File: src/rtl/hwcore_pkg.sv
package hwcore_pkg;

  localparam int DATA_W = 32;

  typedef enum logic [1:0] {
    OP_MOVI = 2'd0,
    OP_ADDR = 2'd1,
    OP_STOP = 2'd2,
    OP_BAD  = 2'd3
  } opKind_e;

  typedef struct packed {
    opKind_e    kind;
    logic [2:0] rd;
    logic [2:0] rn;
    logic [2:0] rm;
    logic [7:0] imm;
  } decInst_t;

  // Strobes from control to datapath
  typedef struct packed {
    logic       wrEn;
    logic       selAdd;
    logic [2:0] rd;
    logic [2:0] rn;
    logic [2:0] rm;
    logic [7:0] imm;
  } dpStrobe_t;

  typedef struct packed {
    logic n;
    logic z;
    logic c;
    logic v;
  } flags_t;

  function automatic decInst_t decodeHalf(input logic [15:0] h);
    decInst_t d;
    d.rd   = h[2:0];
    d.rn   = h[5:3];
    d.rm   = h[8:6];
    d.imm  = h[7:0];
    d.kind = OP_BAD;
    if (h[15:11] == 5'b00100) begin
      d.kind = OP_MOVI;
      d.rd   = h[10:8];
    end else if (h[15:9] == 7'b0001100) begin
      d.kind = OP_ADDR;
    end else if (h == 16'h4770) begin
      d.kind = OP_STOP;
    end
    return d;
  endfunction

endpackage

File: src/rtl/hwcore_ctrl.sv
module hwcore_ctrl
  import hwcore_pkg::*;
#(
  parameter int ADDR_W = 32
) (
  input  logic              clk,
  input  logic              rstN,
  input  logic [ADDR_W-1:0] startPc,
  output logic [ADDR_W-1:0] imemAddr,
  input  logic [DATA_W-1:0] imemRdata,
  output dpStrobe_t         strobe,
  output logic [ADDR_W-1:0] archPc,
  output logic              halted,
  output logic              illegal
);

  localparam logic [ADDR_W-1:0] STEP = ADDR_W'(2);

  logic [ADDR_W-1:0] fetchPc;
  logic              decValid;
  logic [ADDR_W-1:0] decPc;
  logic              exValid;
  decInst_t          exInst;
  logic [ADDR_W-1:0] exPc;
  logic              exStop;
  logic              stopNow;
  logic [15:0]       decHalf;
  decInst_t          decNext;

  assign imemAddr = {fetchPc[ADDR_W-1:2], 2'b00};

  // halfword select by address bit 1 (little-endian word)
  assign decHalf = decPc[1] ? imemRdata[31:16] : imemRdata[15:0];
  assign decNext = decodeHalf(decHalf);

  assign exStop  = exValid && ((exInst.kind == OP_STOP) || (exInst.kind == OP_BAD));
  assign stopNow = halted || exStop;

  // fetch stage
  always_ff @(posedge clk) begin
    if (!rstN) fetchPc <= startPc;
    else if (!stopNow) fetchPc <= fetchPc + STEP;
  end

  // decode stage
  always_ff @(posedge clk) begin
    if (!rstN) begin
      decValid <= 1'b0;
      decPc    <= '0;
    end else begin
      decValid <= !stopNow;
      decPc    <= fetchPc;
    end
  end

  // execute stage registers
  always_ff @(posedge clk) begin
    if (!rstN) begin
      exValid <= 1'b0;
      exInst  <= '0;
      exPc    <= '0;
    end else begin
      exValid <= decValid && !stopNow;
      exInst  <= decNext;
      exPc    <= decPc;
    end
  end

  // retire: program counter and stop state
  always_ff @(posedge clk) begin
    if (!rstN) begin
      archPc  <= startPc;
      halted  <= 1'b0;
      illegal <= 1'b0;
    end else begin
      if (exValid && !exStop) archPc <= exPc + STEP;
      if (exStop) halted <= 1'b1;
      if (exValid && (exInst.kind == OP_BAD)) illegal <= 1'b1;
    end
  end

  always_comb begin
    strobe.wrEn   = exValid && !halted &&
                    ((exInst.kind == OP_MOVI) || (exInst.kind == OP_ADDR));
    strobe.selAdd = (exInst.kind == OP_ADDR);
    strobe.rd     = exInst.rd;
    strobe.rn     = exInst.rn;
    strobe.rm     = exInst.rm;
    strobe.imm    = exInst.imm;
  end

  assert_halt_sticky_R7: assert property (@(posedge clk) disable iff (!rstN)
    halted |=> halted);

  assert_pc_frozen_R7: assert property (@(posedge clk) disable iff (!rstN)
    halted |=> $stable(archPc));

  assert_illegal_halts_R8: assert property (@(posedge clk) disable iff (!rstN)
    illegal |-> halted);

  assert_pc_step_R6: assert property (@(posedge clk) disable iff (!rstN)
    strobe.wrEn |=> (archPc == $past(archPc) + STEP));

endmodule

File: src/rtl/hwcore_dpath.sv
module hwcore_dpath
  import hwcore_pkg::*;
#(
  parameter int ADDR_W    = 32,
  parameter int REG_COUNT = 16
) (
  input  logic                         clk,
  input  logic                         rstN,
  input  dpStrobe_t                    strobe,
  input  logic                         halted,
  input  logic [ADDR_W-1:0]            archPc,
  input  logic [$clog2(REG_COUNT)-1:0] dbgSel,
  output logic [DATA_W-1:0]            dbgData,
  output flags_t                       flagsQ
);

  localparam int IDX_W  = $clog2(REG_COUNT);
  localparam int PC_IDX = REG_COUNT - 1;
  localparam int LOW_REGS = 8;

  logic [DATA_W-1:0] regRd [REG_COUNT];
  logic [DATA_W-1:0] opA, opB, result;
  logic [DATA_W:0]   sumWide;
  flags_t            flagsNext;

  // register bank; only the low registers are reachable by writes
  for (genvar g = 0; g < REG_COUNT; g++) begin : gReg
    if (g < LOW_REGS) begin : gLow
      logic [DATA_W-1:0] q;
      always_ff @(posedge clk) begin
        if (!rstN) q <= '0;
        else if (strobe.wrEn && (IDX_W'(strobe.rd) == IDX_W'(g))) q <= result;
      end
      assign regRd[g] = q;
    end else begin : gHigh
      assign regRd[g] = '0;
    end
  end

  assign opA     = regRd[strobe.rn];
  assign opB     = regRd[strobe.rm];
  assign sumWide = {1'b0, opA} + {1'b0, opB};
  assign result  = strobe.selAdd ? sumWide[DATA_W-1:0] : DATA_W'(strobe.imm);

  always_comb begin
    flagsNext   = flagsQ;
    flagsNext.n = result[DATA_W-1];
    flagsNext.z = (result == '0);
    if (strobe.selAdd) begin
      flagsNext.c = sumWide[DATA_W];
      flagsNext.v = (opA[DATA_W-1] == opB[DATA_W-1]) &&
                    (sumWide[DATA_W-1] != opA[DATA_W-1]);
    end
  end

  always_ff @(posedge clk) begin
    if (!rstN) flagsQ <= '0;
    else if (strobe.wrEn) flagsQ <= flagsNext;
  end

  assign dbgData = (dbgSel == IDX_W'(PC_IDX)) ? DATA_W'(archPc) : regRd[dbgSel];

  assert_no_write_halted_R9: assert property (@(posedge clk) disable iff (!rstN)
    halted |-> !strobe.wrEn);

  assert_move_keeps_cv_R3: assert property (@(posedge clk) disable iff (!rstN)
    (strobe.wrEn && !strobe.selAdd) |=> (flagsQ.c == $past(flagsQ.c)) &&
                                        (flagsQ.v == $past(flagsQ.v)));

  assert_flags_hold_halted_R9: assert property (@(posedge clk) disable iff (!rstN)
    halted |=> $stable(flagsQ));

endmodule

File: src/rtl/hwcore_top.sv
module hwcore_top
  import hwcore_pkg::*;
#(
  parameter int ADDR_W    = 32,
  parameter int REG_COUNT = 16
) (
  input  logic                         clk,
  input  logic                         rstN,
  input  logic [ADDR_W-1:0]            startPc,
  output logic [ADDR_W-1:0]            imemAddr,
  input  logic [DATA_W-1:0]            imemRdata,
  output logic                         halted,
  output logic                         illegal,
  output logic [3:0]                   flagsOut,
  input  logic [$clog2(REG_COUNT)-1:0] dbgSel,
  output logic [DATA_W-1:0]            dbgData
);

  dpStrobe_t         strobe;
  logic [ADDR_W-1:0] archPc;
  flags_t            flagsQ;

  hwcore_ctrl #(.ADDR_W(ADDR_W)) ctrl_i (
    .clk      (clk),
    .rstN     (rstN),
    .startPc  (startPc),
    .imemAddr (imemAddr),
    .imemRdata(imemRdata),
    .strobe   (strobe),
    .archPc   (archPc),
    .halted   (halted),
    .illegal  (illegal)
  );

  hwcore_dpath #(.ADDR_W(ADDR_W), .REG_COUNT(REG_COUNT)) dpath_i (
    .clk    (clk),
    .rstN   (rstN),
    .strobe (strobe),
    .halted (halted),
    .archPc (archPc),
    .dbgSel (dbgSel),
    .dbgData(dbgData),
    .flagsQ (flagsQ)
  );

  assign flagsOut = {flagsQ.n, flagsQ.z, flagsQ.c, flagsQ.v};

endmodule

File: config.mk
export PLATFORM = sky130hd
export DESIGN_NAME = hwcore_top
export DESIGN_NICKNAME = d
export VERILOG_FILES = /design/src/rtl/hwcore_pkg.sv /design/src/rtl/hwcore_ctrl.sv /design/src/rtl/hwcore_dpath.sv /design/src/rtl/hwcore_top.sv
export SDC_FILE = /design/constraint.sdc
export NUM_CORES = 1
export LEC_CHECK = 0
export CORE_MARGIN = 1
export CORE_UTILIZATION = 65
export CTS_CLUSTER_SIZE = 20
export DETAILED_ROUTE_END_ITERATION = 8
export DONT_BUFFER_PORTS = 1
export PLACE_DENSITY = 0.78
export SYNTH_ARGS = -nofsm -noshare
export SYNTH_HDL_FRONTEND = slang
export SYNTH_HIERARCHICAL = 1
export SYNTH_SLANG_ARGS = --single-unit
File: constraint.sdc
create_clock -name clk -period 5.9 [get_ports clk]
set_input_delay 0 -clock clk [delete_from_list [all_inputs] [get_ports clk]]
set_output_delay 0 -clock clk [all_outputs]
set_load 0.01 [all_outputs]
==> results.py <==
metrics = {
    "timing": {
        "final_max_slew_viol_count": 0,
        "min_period_ps": 5430,
        "worst_pin_slew_ps": 1160,
        "skew_ps": 18.9,
        "setup_violations": 0,
        "finalHoldViolations": 0,
        "max_freq_ghz": 0.184,
        "finalCritPeriodShare_pct": 92.0,
        "fin_tns_setup_ps": 0,
        "slew_headroom_pct": 22.2,
        "rsz0062_at_grt": "false",
    },
    "synth": {
        "synth_edf_count": 64,
        "synth_top_area_share_pct": 28.1,
        "synth_ff_type": "dfxtp_1",
        "synthArstFlopShare_pct": 0,
        "ys_ff_latch": 406,
        "synth.area.top_cells": "dfxtp_1 (28%), mux4_2 (18%), nand2_1 (8.1%)",
        "synthCells": 2515,
        "syn-cell-area_sq_um": 24300,
        "synth_warnings": 6,
        "synth-seq-area-share_pct": 36.0,
        "synth_cell_type_count": 76,
        "avgSynthCellArea_sq_um": 9.68,
        "yosysTopAreaCell": "dfxtp_1",
    },
    "critical_path": {
        "crit_top_cell": "nand2_1",
        "cp.buffers_inverters": 1,
        "crit_type": "flop to flop",
        "cp.arrival_ps": 5940,
        "cp_cell_sequence": "buf_4 > mux4_2 > mux2_2 > ha_1 > nand2_1 > o21a_1 > o211a_1 > o21ba_2 > o21ai_1 > mux2i_1 > o2111ai_1 > a2111o_1 > or4_1 > nand2_1",
        "cp_slowest_stage_delay_ps": 770,
        "path_delay_family": "compound AO/OA/AOI/OAI gates",
        "path_max_fanout": 35,
        "cp-end-kind": "flop",
        "cp.required_ps": 6410,
        "crit_path_start_kind": "flop",
        "crit_path_top_delay_cell": "dfxtp_4",
    },
    "global_routing": {
        "grt_antenna_before_repair": 2,
        "grt-ovfl-total": 0,
        "grt_pass1_wl_microns": 111000,
        "grt_use_total_pct": 37.4,
        "first_global_vias": 20052,
        "grt_max_degree": 417,
    },
    "floorplan": {
        "row_count": 70,
        "dieArea_sq_um": 38200,
        "core_sq_um": 36700,
        "num_io_pins": 140,
        "die_x_microns": 195,
        "die_y_microns": 195,
        "initial_core_util_pct": 66.3,
    },
    "detailed_routing": {
        "vias": 20216,
        "ant_nets": 0,
        "first_pass_iters": 6,
        "viasPerCell": 6.91,
        "drt_iter0_drc": 2126,
        "drcViolationCount": 0,
        "wl_microns": 70800,
        "wl_per_cell_microns": 24.2,
    },
    "clock_network": {
        "cts_resized": 0,
        "cts_sinks": 406,
        "numCtsBuffers": 43,
        "clockBufferDepth": 3,
        "cts_tree": "yes",
        "cts_setup_buffers": 0,
        "cts.htree.levels": 2,
        "clkTransAtPathRegs_ps": 60,
        "cts_root_buf": "clkbuf_16",
        "insertion_delay_ps": 580,
    },
    "pwr": {
        "power.density_nw_per_um2": 240,
        "p_leak_nw": 9.65,
        "vdd_drop_max_mv": 0.250,
    },
    "cells_and_area": {
        "final_util_pct": 71.4,
        "layout.nets": 2527,
        "syn2layout_area_growth_pct": 7.75,
        "drive_gt1_share_pct": 16.2,
    },
    "place": {
        "portBuffers": 0,
        "hpwl_microns": 43700,
        "gp_congestion": 0.933,
    },
    "status": {
        "status": "complete, no violations",
    },
    "hold_path": {
        "hp-class": "input port to primary output",
    },
    "flow_run": {
        "drv_cap": 0,
    },
}
==> cell usage in the layout (no fill, tap or decap), types with 26 or more instances in the layout <==
| cell type | count |
|---|---|
| a21boi_0 | 160 |
| a21oi_1 | 72 |
| and2_1 | 105 |
| buf_4 | 42 |
| clkbuf_16 | 43 |
| dfxtp_1 | 336 |
| dlygate4sd3_1 | 60 |
| edfxtp_1 | 64 |
| ha_1 | 34 |
| inv_1 | 26 |
| mux2_2 | 65 |
| mux2i_1 | 55 |
| mux4_2 | 192 |
| nand2_1 | 524 |
| nand3_1 | 39 |
| nand4_1 | 28 |
| nor2_1 | 99 |
| nor3_1 | 27 |
| o211a_1 | 57 |
| o21ai_0 | 98 |
| xnor2_1 | 27 |
==> registers in the layout, indices dropped and copies added, names as in the netlist <==
register	count
dpath_i/gReg.gLow.q	256
ctrl_i/archPc	32
ctrl_i/decPc	32
ctrl_i/exPc	32
ctrl_i/fetchPc	32
ctrl_i/strobe	12
dpath_i/flagsQ	4
ctrl_i/exInst	2
ctrl_i/decValid	1
ctrl_i/exValid	1
ctrl_i/halted	1
ctrl_i/illegal	1
==> per-stage QoR <==
stage               instance area, sq um  hold WS (ps)  worst slack, ps  power (W)  instances
floorplan                          24300           130              606    0.00353       2516
global placement                   24200           146              653    0.00354       2783
detailed placement                 24200           144              618    0.00356       2783
CTS                                26200          1.31              565    0.00629       2921
global route                       26200           154              306    0.00646       2925
finish                             26200           151              473    0.00628       2925
==> area by class of cell <==
type                            count  area [sq um]
Multi-Input combinational cell   1840         14400
Fill cell                        2545         10500
Sequential cell                   406          8790
Clock buffer                       70          1270
Timing Repair Buffer              104           971
Tap cell                          468           586
Clock inverter                      8           115
Inverter                           27           101
Antenna cell                        2          5.00
==> cells in the mapped netlist (4+ instances only) <==
cell type,instances
o21bai_1,4
buf_1,25
o31ai_1,9
nand3_1,39
a211oi_1,22
o211ai_1,4
ha_1,34
mux2_2,65
and3_1,17
nor2b_1,9
a21o_1,9
o21ai_0,98
nand2b_1,19
buf_4,49
o21a_1,6
mux2i_1,55
a31oi_1,21
nor4_1,25
mux4_2,192
or4_1,11
clkbuf_1,161
nor3_1,29
nand4_1,28
nand2_1,524
dfxtp_1,342
xnor2_1,27
a21boi_0,160
o211a_1,57
edfxtp_1,64
xor2_1,15
nor2_1,105
buf_2,6
a21oi_1,72
inv_1,26
o311a_1,4
or2_2,4
and2_1,105
and4_1,9
a311oi_1,10
==> logic make-up after synthesis <==
family / after synthesis / share of synthesized area, %
muxes: 312 / 23.0
xor gates and xnor gates: 42 / 1.51
adders and majority gates: 35 / 1.83
other: 1 / 0.0154
and+or+nand+nor: 943 / 17.8
buffers and inverters: 270 / 5.01
AOI/OAI and AO/OA: 506 / 14.8
DFF: 406 / 36.0
==> where the power goes <==
part           internal [W]  total (W)  switching [W]  leakage (nW)
clock network       0.00156    0.00268        0.00113         0.670
logic              0.000245   0.000517       0.000271          5.55
registers           0.00292    0.00308       0.000156          3.43
total               0.00473    0.00628        0.00155          9.65
==> timing repair <==
item	in CTS	in global routing
hold endpoints to repair	435	20
hold buffers	60	1
setup endpoints to repair	0	0
==> path summary, 6_finish.rpt <==
kind | from | end | slack, ps | cells past startpoint
hold reg to reg | ctrl_i/decPc[21]$_SDFF_PN0_ | ctrl_i/exPc[21]$_SDFF_PN0_ | 430 | 1
hold / removal | dbgSel[3] | dbgData[1] | 150 | 1
setup reg to reg | ctrl_i/strobe[11]$_SDFF_PN0_ | dpath_i/flagsQ[2]$_SDFFE_PN0P_ | 470 | 14
setup / recovery | ctrl_i/strobe[11]$_SDFF_PN0_ | dpath_i/flagsQ[2]$_SDFFE_PN0P_ | 470 | 14
==> layer usage <==
metal  global-route usage (%)  share of wire [%]
met1                     46.0                 36
met2                     60.0                 47
met4                     21.1                5.6
met3                     9.74                 12
met5                        0                  0
(Power assumes the default switching activity.)
